File: src/rtl/gvic_pkg.sv
package gvic_pkg;
  // register port address map
  typedef enum logic [1:0] {
    RA_ENABLE = 2'd0,
    RA_PEND   = 2'd1,
    RA_SUB    = 2'd2,
    RA_NONE   = 2'd3
  } reg_addr_e;

  // dedicated sources besides the time bases: comparator and A/D
  localparam int unsigned NUM_FIXED = 2;
endpackage

File: src/rtl/gvic_src_flags.sv
module gvic_src_flags #(
  parameter int unsigned NUM_TB = 2,
  localparam int unsigned NIND = gvic_pkg::NUM_FIXED + NUM_TB
) (
  input  logic            clk,
  input  logic            rst_n,
  input  logic            cmp_out,
  input  logic            adc_done,
  input  logic [NUM_TB-1:0] tb_ovf,
  input  logic            wr_en,
  input  logic [NIND-1:0] wr_val,
  input  logic [NIND-1:0] clr,
  output logic [NIND-1:0] flags
);
  logic            cmp_q;
  logic [NIND-1:0] set_evt;
  logic [NIND-1:0] flags_d;

  assign set_evt = {tb_ovf, adc_done, cmp_out ^ cmp_q};

  always_comb begin
    flags_d = ((wr_en ? wr_val : flags) & ~clr) | set_evt;
  end

  always_ff @(posedge clk or negedge rst_n) begin
    if (!rst_n) begin
      cmp_q <= 1'b0;
      flags <= '0;
    end else begin
      cmp_q <= cmp_out;
      flags <= flags_d;
    end
  end

  // hardware set events survive any software write or service clear
  assert_hw_set_wins_R9: assert property (@(posedge clk) disable iff (!rst_n)
    (set_evt != '0) |=> ((flags & $past(set_evt)) == $past(set_evt)));

  // a comparator level change always lands in the flag
  assert_cmp_edge_R1: assert property (@(posedge clk) disable iff (!rst_n)
    (cmp_out != cmp_q) |=> flags[0]);
endmodule

File: src/rtl/gvic_group_chan.sv
module gvic_group_chan #(
  parameter int unsigned SUB_W = 4
) (
  input  logic             clk,
  input  logic             rst_n,
  input  logic [SUB_W-1:0] sub_evt,
  input  logic             sub_wr,
  input  logic [SUB_W-1:0] sub_wdata,
  input  logic             grp_wr,
  input  logic             grp_wdata,
  input  logic             grp_clr,
  output logic [SUB_W-1:0] sub_flags,
  output logic             grp_flag
);
  logic [SUB_W-1:0] sub_d;
  logic             member_rise;
  logic             grp_d;

  always_comb begin
    sub_d       = sub_evt | (sub_wr ? sub_wdata : sub_flags);
    member_rise = |(sub_d & ~sub_flags);
    grp_d       = member_rise | ((grp_wr ? grp_wdata : grp_flag) & ~grp_clr);
  end

  always_ff @(posedge clk or negedge rst_n) begin
    if (!rst_n) begin
      sub_flags <= '0;
      grp_flag  <= 1'b0;
    end else begin
      sub_flags <= sub_d;
      grp_flag  <= grp_d;
    end
  end

  // servicing the group never touches the member flags
  assert_members_kept_R7: assert property (@(posedge clk) disable iff (!rst_n)
    (grp_clr && !sub_wr && sub_evt == '0) |=> (sub_flags == $past(sub_flags)));

  // a served group stays clear when no member goes 0 -> 1
  assert_no_retrigger_R8: assert property (@(posedge clk) disable iff (!rst_n)
    (grp_clr && !grp_wr && !sub_wr && ((sub_evt & ~sub_flags) == '0)) |=> !grp_flag);
endmodule

File: src/rtl/gvic_arbiter.sv
module gvic_arbiter #(
  parameter int unsigned NSRC = 7,
  localparam int unsigned VEC_W = (NSRC > 1) ? $clog2(NSRC) : 1
) (
  input  logic             clk,
  input  logic             rst_n,
  input  logic [NSRC-1:0]  cand,
  input  logic             ack,
  output logic             valid,
  output logic [VEC_W-1:0] vec,
  output logic [NSRC-1:0]  clr_vec,
  output logic             fire
);
  function automatic logic [VEC_W-1:0] pick_low(input logic [NSRC-1:0] c);
    pick_low = '0;
    for (int i = NSRC - 1; i >= 0; i--) begin
      if (c[i]) pick_low = VEC_W'(i);
    end
  endfunction

  logic [NSRC-1:0] low_mask;

  assign fire     = valid & ack;
  assign clr_vec  = fire ? (NSRC'(1) << vec) : '0;
  assign low_mask = (NSRC'(1) << vec) - NSRC'(1);

  always_ff @(posedge clk or negedge rst_n) begin
    if (!rst_n) begin
      valid <= 1'b0;
      vec   <= '0;
    end else if (valid) begin
      if (ack) valid <= 1'b0;
    end else if (|cand) begin
      valid <= 1'b1;
      vec   <= pick_low(cand);
    end
  end

  assert_hold_R5: assert property (@(posedge clk) disable iff (!rst_n)
    (valid && !ack) |=> (valid && $stable(vec)));

  assert_prio_R4: assert property (@(posedge clk) disable iff (!rst_n)
    $rose(valid) |-> (($past(cand) & low_mask) == '0));

  assert_clr_onehot_R6: assert property (@(posedge clk) disable iff (!rst_n)
    $onehot0(clr_vec));

  assert_drop_after_ack_R6: assert property (@(posedge clk) disable iff (!rst_n)
    fire |=> !valid);
endmodule

File: src/rtl/gvic_top.sv
module gvic_top #(
  parameter int unsigned NUM_TB  = 2,
  parameter int unsigned NUM_GRP = 3,
  parameter int unsigned SUB_W   = 4,
  localparam int unsigned NIND  = gvic_pkg::NUM_FIXED + NUM_TB,
  localparam int unsigned NSRC  = NIND + NUM_GRP,
  localparam int unsigned VEC_W = $clog2(NSRC),
  localparam int unsigned NSUB  = NUM_GRP * SUB_W,
  localparam int unsigned RW_W  = (NSRC + 1 > NSUB) ? NSRC + 1 : NSUB
) (
  input  logic              clk,
  input  logic              rst_n,
  input  logic              cmp_out,
  input  logic              adc_done,
  input  logic [NUM_TB-1:0] tb_ovf,
  input  logic [NSUB-1:0]   sub_evt,
  input  logic              stack_ok,
  output logic              irq_valid,
  output logic [VEC_W-1:0]  irq_vec,
  input  logic              irq_ack,
  input  logic              reg_wr_en,
  input  logic [1:0]        reg_wr_addr,
  input  logic [RW_W-1:0]   reg_wr_data,
  input  logic [1:0]        reg_rd_addr,
  output logic [RW_W-1:0]   reg_rd_data
);
  import gvic_pkg::*;

  logic [NSRC-1:0] en_q;
  logic            gie_q;
  logic [NSRC-1:0] pend;
  logic [NSUB-1:0] sub_all;
  logic [NSRC-1:0] cand;
  logic [NSRC-1:0] clr_vec;
  logic            fire;
  logic            wr_en_reg, wr_pend, wr_sub;

  assign wr_en_reg = reg_wr_en && (reg_addr_e'(reg_wr_addr) == RA_ENABLE);
  assign wr_pend   = reg_wr_en && (reg_addr_e'(reg_wr_addr) == RA_PEND);
  assign wr_sub    = reg_wr_en && (reg_addr_e'(reg_wr_addr) == RA_SUB);

  always_ff @(posedge clk or negedge rst_n) begin
    if (!rst_n) begin
      en_q  <= '0;
      gie_q <= 1'b0;
    end else begin
      if (wr_en_reg) begin
        en_q  <= reg_wr_data[NSRC-1:0];
        gie_q <= reg_wr_data[NSRC];
      end
      if (fire) gie_q <= 1'b0;
    end
  end

  gvic_src_flags #(.NUM_TB(NUM_TB)) u_src (
    .clk      (clk),
    .rst_n    (rst_n),
    .cmp_out  (cmp_out),
    .adc_done (adc_done),
    .tb_ovf   (tb_ovf),
    .wr_en    (wr_pend),
    .wr_val   (reg_wr_data[NIND-1:0]),
    .clr      (clr_vec[NIND-1:0]),
    .flags    (pend[NIND-1:0])
  );

  for (genvar g = 0; g < NUM_GRP; g++) begin : g_grp
    gvic_group_chan #(.SUB_W(SUB_W)) u_chan (
      .clk       (clk),
      .rst_n     (rst_n),
      .sub_evt   (sub_evt[g*SUB_W +: SUB_W]),
      .sub_wr    (wr_sub),
      .sub_wdata (reg_wr_data[g*SUB_W +: SUB_W]),
      .grp_wr    (wr_pend),
      .grp_wdata (reg_wr_data[NIND+g]),
      .grp_clr   (clr_vec[NIND+g]),
      .sub_flags (sub_all[g*SUB_W +: SUB_W]),
      .grp_flag  (pend[NIND+g])
    );
  end

  assign cand = pend & en_q & {NSRC{gie_q & stack_ok}};

  gvic_arbiter #(.NSRC(NSRC)) u_arb (
    .clk     (clk),
    .rst_n   (rst_n),
    .cand    (cand),
    .ack     (irq_ack),
    .valid   (irq_valid),
    .vec     (irq_vec),
    .clr_vec (clr_vec),
    .fire    (fire)
  );

  always_comb begin
    reg_rd_data = '0;
    case (reg_addr_e'(reg_rd_addr))
      RA_ENABLE: begin
        reg_rd_data[NSRC-1:0] = en_q;
        reg_rd_data[NSRC]     = gie_q;
      end
      RA_PEND:   reg_rd_data[NSRC-1:0] = pend;
      RA_SUB:    reg_rd_data[NSUB-1:0] = sub_all;
      default:   reg_rd_data = '0;
    endcase
  end

  assert_gated_R3: assert property (@(posedge clk) disable iff (!rst_n)
    $rose(irq_valid) |-> $past(gie_q && ((pend & en_q) != '0)));

  assert_stack_gate_R11: assert property (@(posedge clk) disable iff (!rst_n)
    $rose(irq_valid) |-> $past(stack_ok));

  assert_gie_off_R6: assert property (@(posedge clk) disable iff (!rst_n)
    (irq_valid && irq_ack) |=> !gie_q);
endmodule

File: config.mk
export PLATFORM = sky130hd
export DESIGN_NAME = gvic_top
export DESIGN_NICKNAME = d
export VERILOG_FILES = /design/src/rtl/gvic_pkg.sv /design/src/rtl/gvic_src_flags.sv /design/src/rtl/gvic_group_chan.sv /design/src/rtl/gvic_arbiter.sv /design/src/rtl/gvic_top.sv
export SDC_FILE = /design/constraint.sdc
export NUM_CORES = 1
export LEC_CHECK = 0
export ABC_AREA = 1
export ABC_CLOCK_PERIOD_IN_PS = 1100
export BUFFER_PORTS_ARGS = -buffer_cell sky130_fd_sc_hd__buf_2
export CORE_AREA = 4 4 68 70
export DETAILED_ROUTE_END_ITERATION = 6
export DIE_AREA = 0 0 72 74
export GPL_TIMING_DRIVEN = 0
export HOLD_SLACK_MARGIN = 0.05
export PLACE_DENSITY = 0.75
export SLEW_MARGIN = 20
export SYNTH_ARGS = -nofsm -noshare
export SYNTH_HDL_FRONTEND = slang
export SYNTH_SLANG_ARGS = --single-unit
File: constraint.sdc
create_clock -name clk -period 1.1 [get_ports clk]
set_input_delay 0.165 -clock clk [delete_from_list [all_inputs] [get_ports clk]]
set_output_delay 0.165 -clock clk [all_outputs]
set_load 0.03 [all_outputs]
==> results <==
- Data on the critical path is required at its endpoint by 0.94 ns.
- The overall via count from detail_route is 1933.
- The maximum achievable frequency is around 0.76 GHz.
- The number of optimization iterations in the first detailed-route pass is 4.
- In this run the tightest slew margin relative to its limit is 70.2%.
- The netlist uses 29 different library cells.
- STA puts the critical path data arrival time at 1.15 ns.
- Setup violations remaining at the end of the flow were counted as 13.
- The multi-input combinational cells in the finished layout cover a total of 0.00102 mm^2.
- The initial antenna violation count is 0.
- The average cell area after synthesis is 7.21 um^2.
- The via count of the first global-routing pass is about 1800.
- Measured along the y axis, the die boundary spans 74 um.
- The commonest register cell after synthesis is dfrtp_1.
- The run finished, with violations left.
- The count of boundary I/O pins is 53.
- The floorplan step set the die width to ~72 um.
- The worst-case IR drop observed on VDD is about 0.84 mV.
- After filler insertion, the fill cell instance count of the layout stands at 338.
- The die area is 0.00533 mm^2.
- The number of buffers added by the clock tree synthesis step is 5.
- The number of sinks handled by clock tree synthesis is 32.
- The total area inside the core boundary comes to roughly 0.004 mm^2.
- In this run the deepest clock path goes through 2 buffers.
- Leaving out fill and tap cells, the most frequent cells in the layout are nand2_1 (71), buf_2 (37), dfrtp_1 (28).
- The worst setup path is of the flop to primary output kind.
- The synthesized design contains 0 enable-type register cells.
- Counting flops with an async set or reset pin after synthesis yields a share of 100%.
- The post-route netlist has 42.3% of its cells at a drive strength greater than 1.
- The static leakage is between 0.001 and 0.0015 uW.
- The total chip power is 4230 uW.
- The checks that failed: setup timing.
- The standard-cell row count is 23.
- The cell area that synthesis handed to floorplanning was roughly 0.0019 mm^2.
- Across all register-to-register paths, the minimum setup slack is -0.18 ns.
- The area growth from synthesis to layout is 42.4%.
- Between clock sinks in the finished design, the worst skew comes to 0.00961 ns.
- Summing the sequential cell areas from Yosys gives approximately 43% of the chip area.
- Clock latency on the worst-skew pair, taken at its later pin, is 0.29 ns.
- STA classifies the critical path startpoint as a flop.
- The global-route congestion overflow total is 0.
- The endpoint class of the critical path is a primary output.
- The initial utilization of the core area, before any placement, comes to about 47%.
- The number of remaining DRC errors is 0.
- The global placement routability congestion is 0.848.
- The wire length of the first global-routing pass is 8580 um.
- The transition at the pin with the smallest max-transition slack is 0.447 ns.
- The clock tree from TritonCTS is built.
- The number of placed instances, taps included is 360.
- The most common cell after layout, fill and taps aside is nand2_1.
- The tree is rooted in a clkbuf_8.
- The count of endpoints failing hold in the final timing report was 0.
- The final cell count without fillers is about 380.
- After layout, the worst setup slack is -0.219 ns.
- After clock tree synthesis, the clock-pin slew on the worst setup and hold paths is 0.07 ns.
- After detailed routing, the number of vias per cell comes to 5.07.
- Across the run, the number of max-cap violations was 0.
- The H-tree was split into 2 levels.
- After technology mapping, the gate count stands at between 200 and 300.
- The net count after synthesis is roughly 300.
- After the last flow step, the layout net total stands at 367.
- For this design the ratio of total power to cell area is 1600 mW/mm^2.
- During placement, the flow inserted port buffers numbering 52.
- The largest net degree at the start of global routing is 33.
- The path class of the tightest hold or removal check is input port to flop.
- For this block, the initial DRC count from the detailed router was 153.
- The tightest hold path in the finished design has a slack of a little under 0.06 ns.
- The number of max-slew violations in the final report is 0.
- Of the available clock period, the critical path in the final layout requires 120%.
- Registers take 806 um^2.
- The number of antenna diodes in the final layout is 0.
- The number of nets with antenna violations after detailed routing is 0.
- The overall global routing resource usage is around a fifth.
- The routed length per placed instance is 14.2 um.
- The clock period minus final worst setup slack is 1.32 ns.
- Of all nets on the critical path, the largest fanout is 2.
- The post-detailed-placement half-perimeter wirelength is approximately 3900 um.
- Setup repair after global routing could not meet its margin everywhere.
- Synthesis inferred 32 register bits.
- Yosys printed 0 warnings.
- The total length of routed wires is 5410 um.
-- what timing repair did --
action                                  4_1_cts  5_1_grt
endpoints found under the hold margin        33        0
buffers inserted                              3        8
resized for setup                            40       46
endpoints found under the setup margin       18       55
hold buffers                                  2        0
pin swaps                                    10       28
-- cell type report --
class | count | share of cell area (%)
Buffer | 6 | 2.12
Timing Repair Buffer | 65 | 16.5
Inverter | 47 | 6.89
Clock inverter | 1 | 0.189
Multi-Input combinational cell | 173 | 38.7
Clock buffer | 7 | 2.88
Tap cell | 50 | 2.36
Sequential cell | 32 | 30.4
-- flip-flops by register name, indices dropped and copies added (netlist names) --
| register | flops |
|---|---|
| g_grp.u_chan.sub_flags | 12 |
| u_src.cmp_q | 1 |
| u_arb.valid | 1 |
| gie_q | 1 |
| u_src.flags | 4 |
| g_grp.u_chan.grp_flag | 3 |
| u_arb.vec | 3 |
| en_q | 7 |
-- path summary, 6_finish.rpt --
path / start / end / cells past startpoint
max: g_grp[0].u_chan.sub_flags[0] / reg_rd_data[0] / 3
min: tb_ovf[0] / u_src.flags[2] / 2
max reg2reg: gie_q / u_arb.vec[1] / 8
min reg2reg: u_src.cmp_q / u_src.flags[0] / 2
max in group asynchronous: rst_n / u_arb.valid / 2
min in group asynchronous: rst_n / g_grp[0].u_chan.sub_flags[0] / 2
-- per-stage QoR --
step | utilization [%] | setup TNS (ns) | worst slack, ns | area, um^2
after global placement | 56.0 | -2.65 | -0.244 | 2220
after global routing | 66.7 | -2.60 | -0.270 | 2650
final | 66.7 | -1.71 | -0.219 | 2650
after CTS | 61.8 | -1.42 | -0.182 | 2450
after floorplan | - | -0.200 | -0.0481 | 1900
after detailed placement | 56.0 | -3.18 | -0.273 | 2220
-- routing by layer --
metal	wire (um)	vias to the layer above	global-route usage [%]	share of wire, %
li1	-	973	-	-
met1	2350	894	27.5	43
met2	2690	60	35.5	50
met3	295	6	4.32	5.5
met4	75	0	7.93	1.4
met5	0	-	0	0
-- synthesized netlist by cell type (2+ instances only) --
master | count | area share [%]
nand2_1 | 81 | 16
inv_1 | 42 | 8.5
dfrtp_1 | 32 | 43
nor2_1 | 23 | 4.6
nand3_1 | 16 | 4.3
o21ai_1 | 11 | 3.0
nand4_1 | 9 | 3.0
nand3b_1 | 6 | 2.4
a21oi_1 | 4 | 1.1
o211ai_1 | 4 | 1.6
o221ai_1 | 4 | 1.9
o21ai_0 | 3 | 0.81
buf_4 | 2 | 0.81
buf_6 | 2 | 1.2
inv_2 | 2 | 0.40
nand2_2 | 2 | 0.67
o21bai_1 | 2 | 0.81
o22ai_1 | 2 | 0.67
-- worst max-delay path, stage by stage (launching register included) --
cell      delay [ns]
dfrtp_1         0.38
inv_2           0.04
o211ai_1        0.23
buf_4           0.21
-- logic make-up (layout without fill, tap and decap cells) --
kind of cell	Yosys count	in the layout	synth area share, %
simple gates	140	140	33.6
flops	32	32	43.0
xor+xnor	1	1	0.471
buf+inv	53	126	12.2
compound gates	32	32	10.7
-- report_power, final --
| part | switching, uW | internal [uW] |
|---|---|---|
| Combinational | 1050 | 696 |
| Clock | 453 | 444 |
| Sequential | 210 | 1380 |
Power figures use the tool's default switching activity.
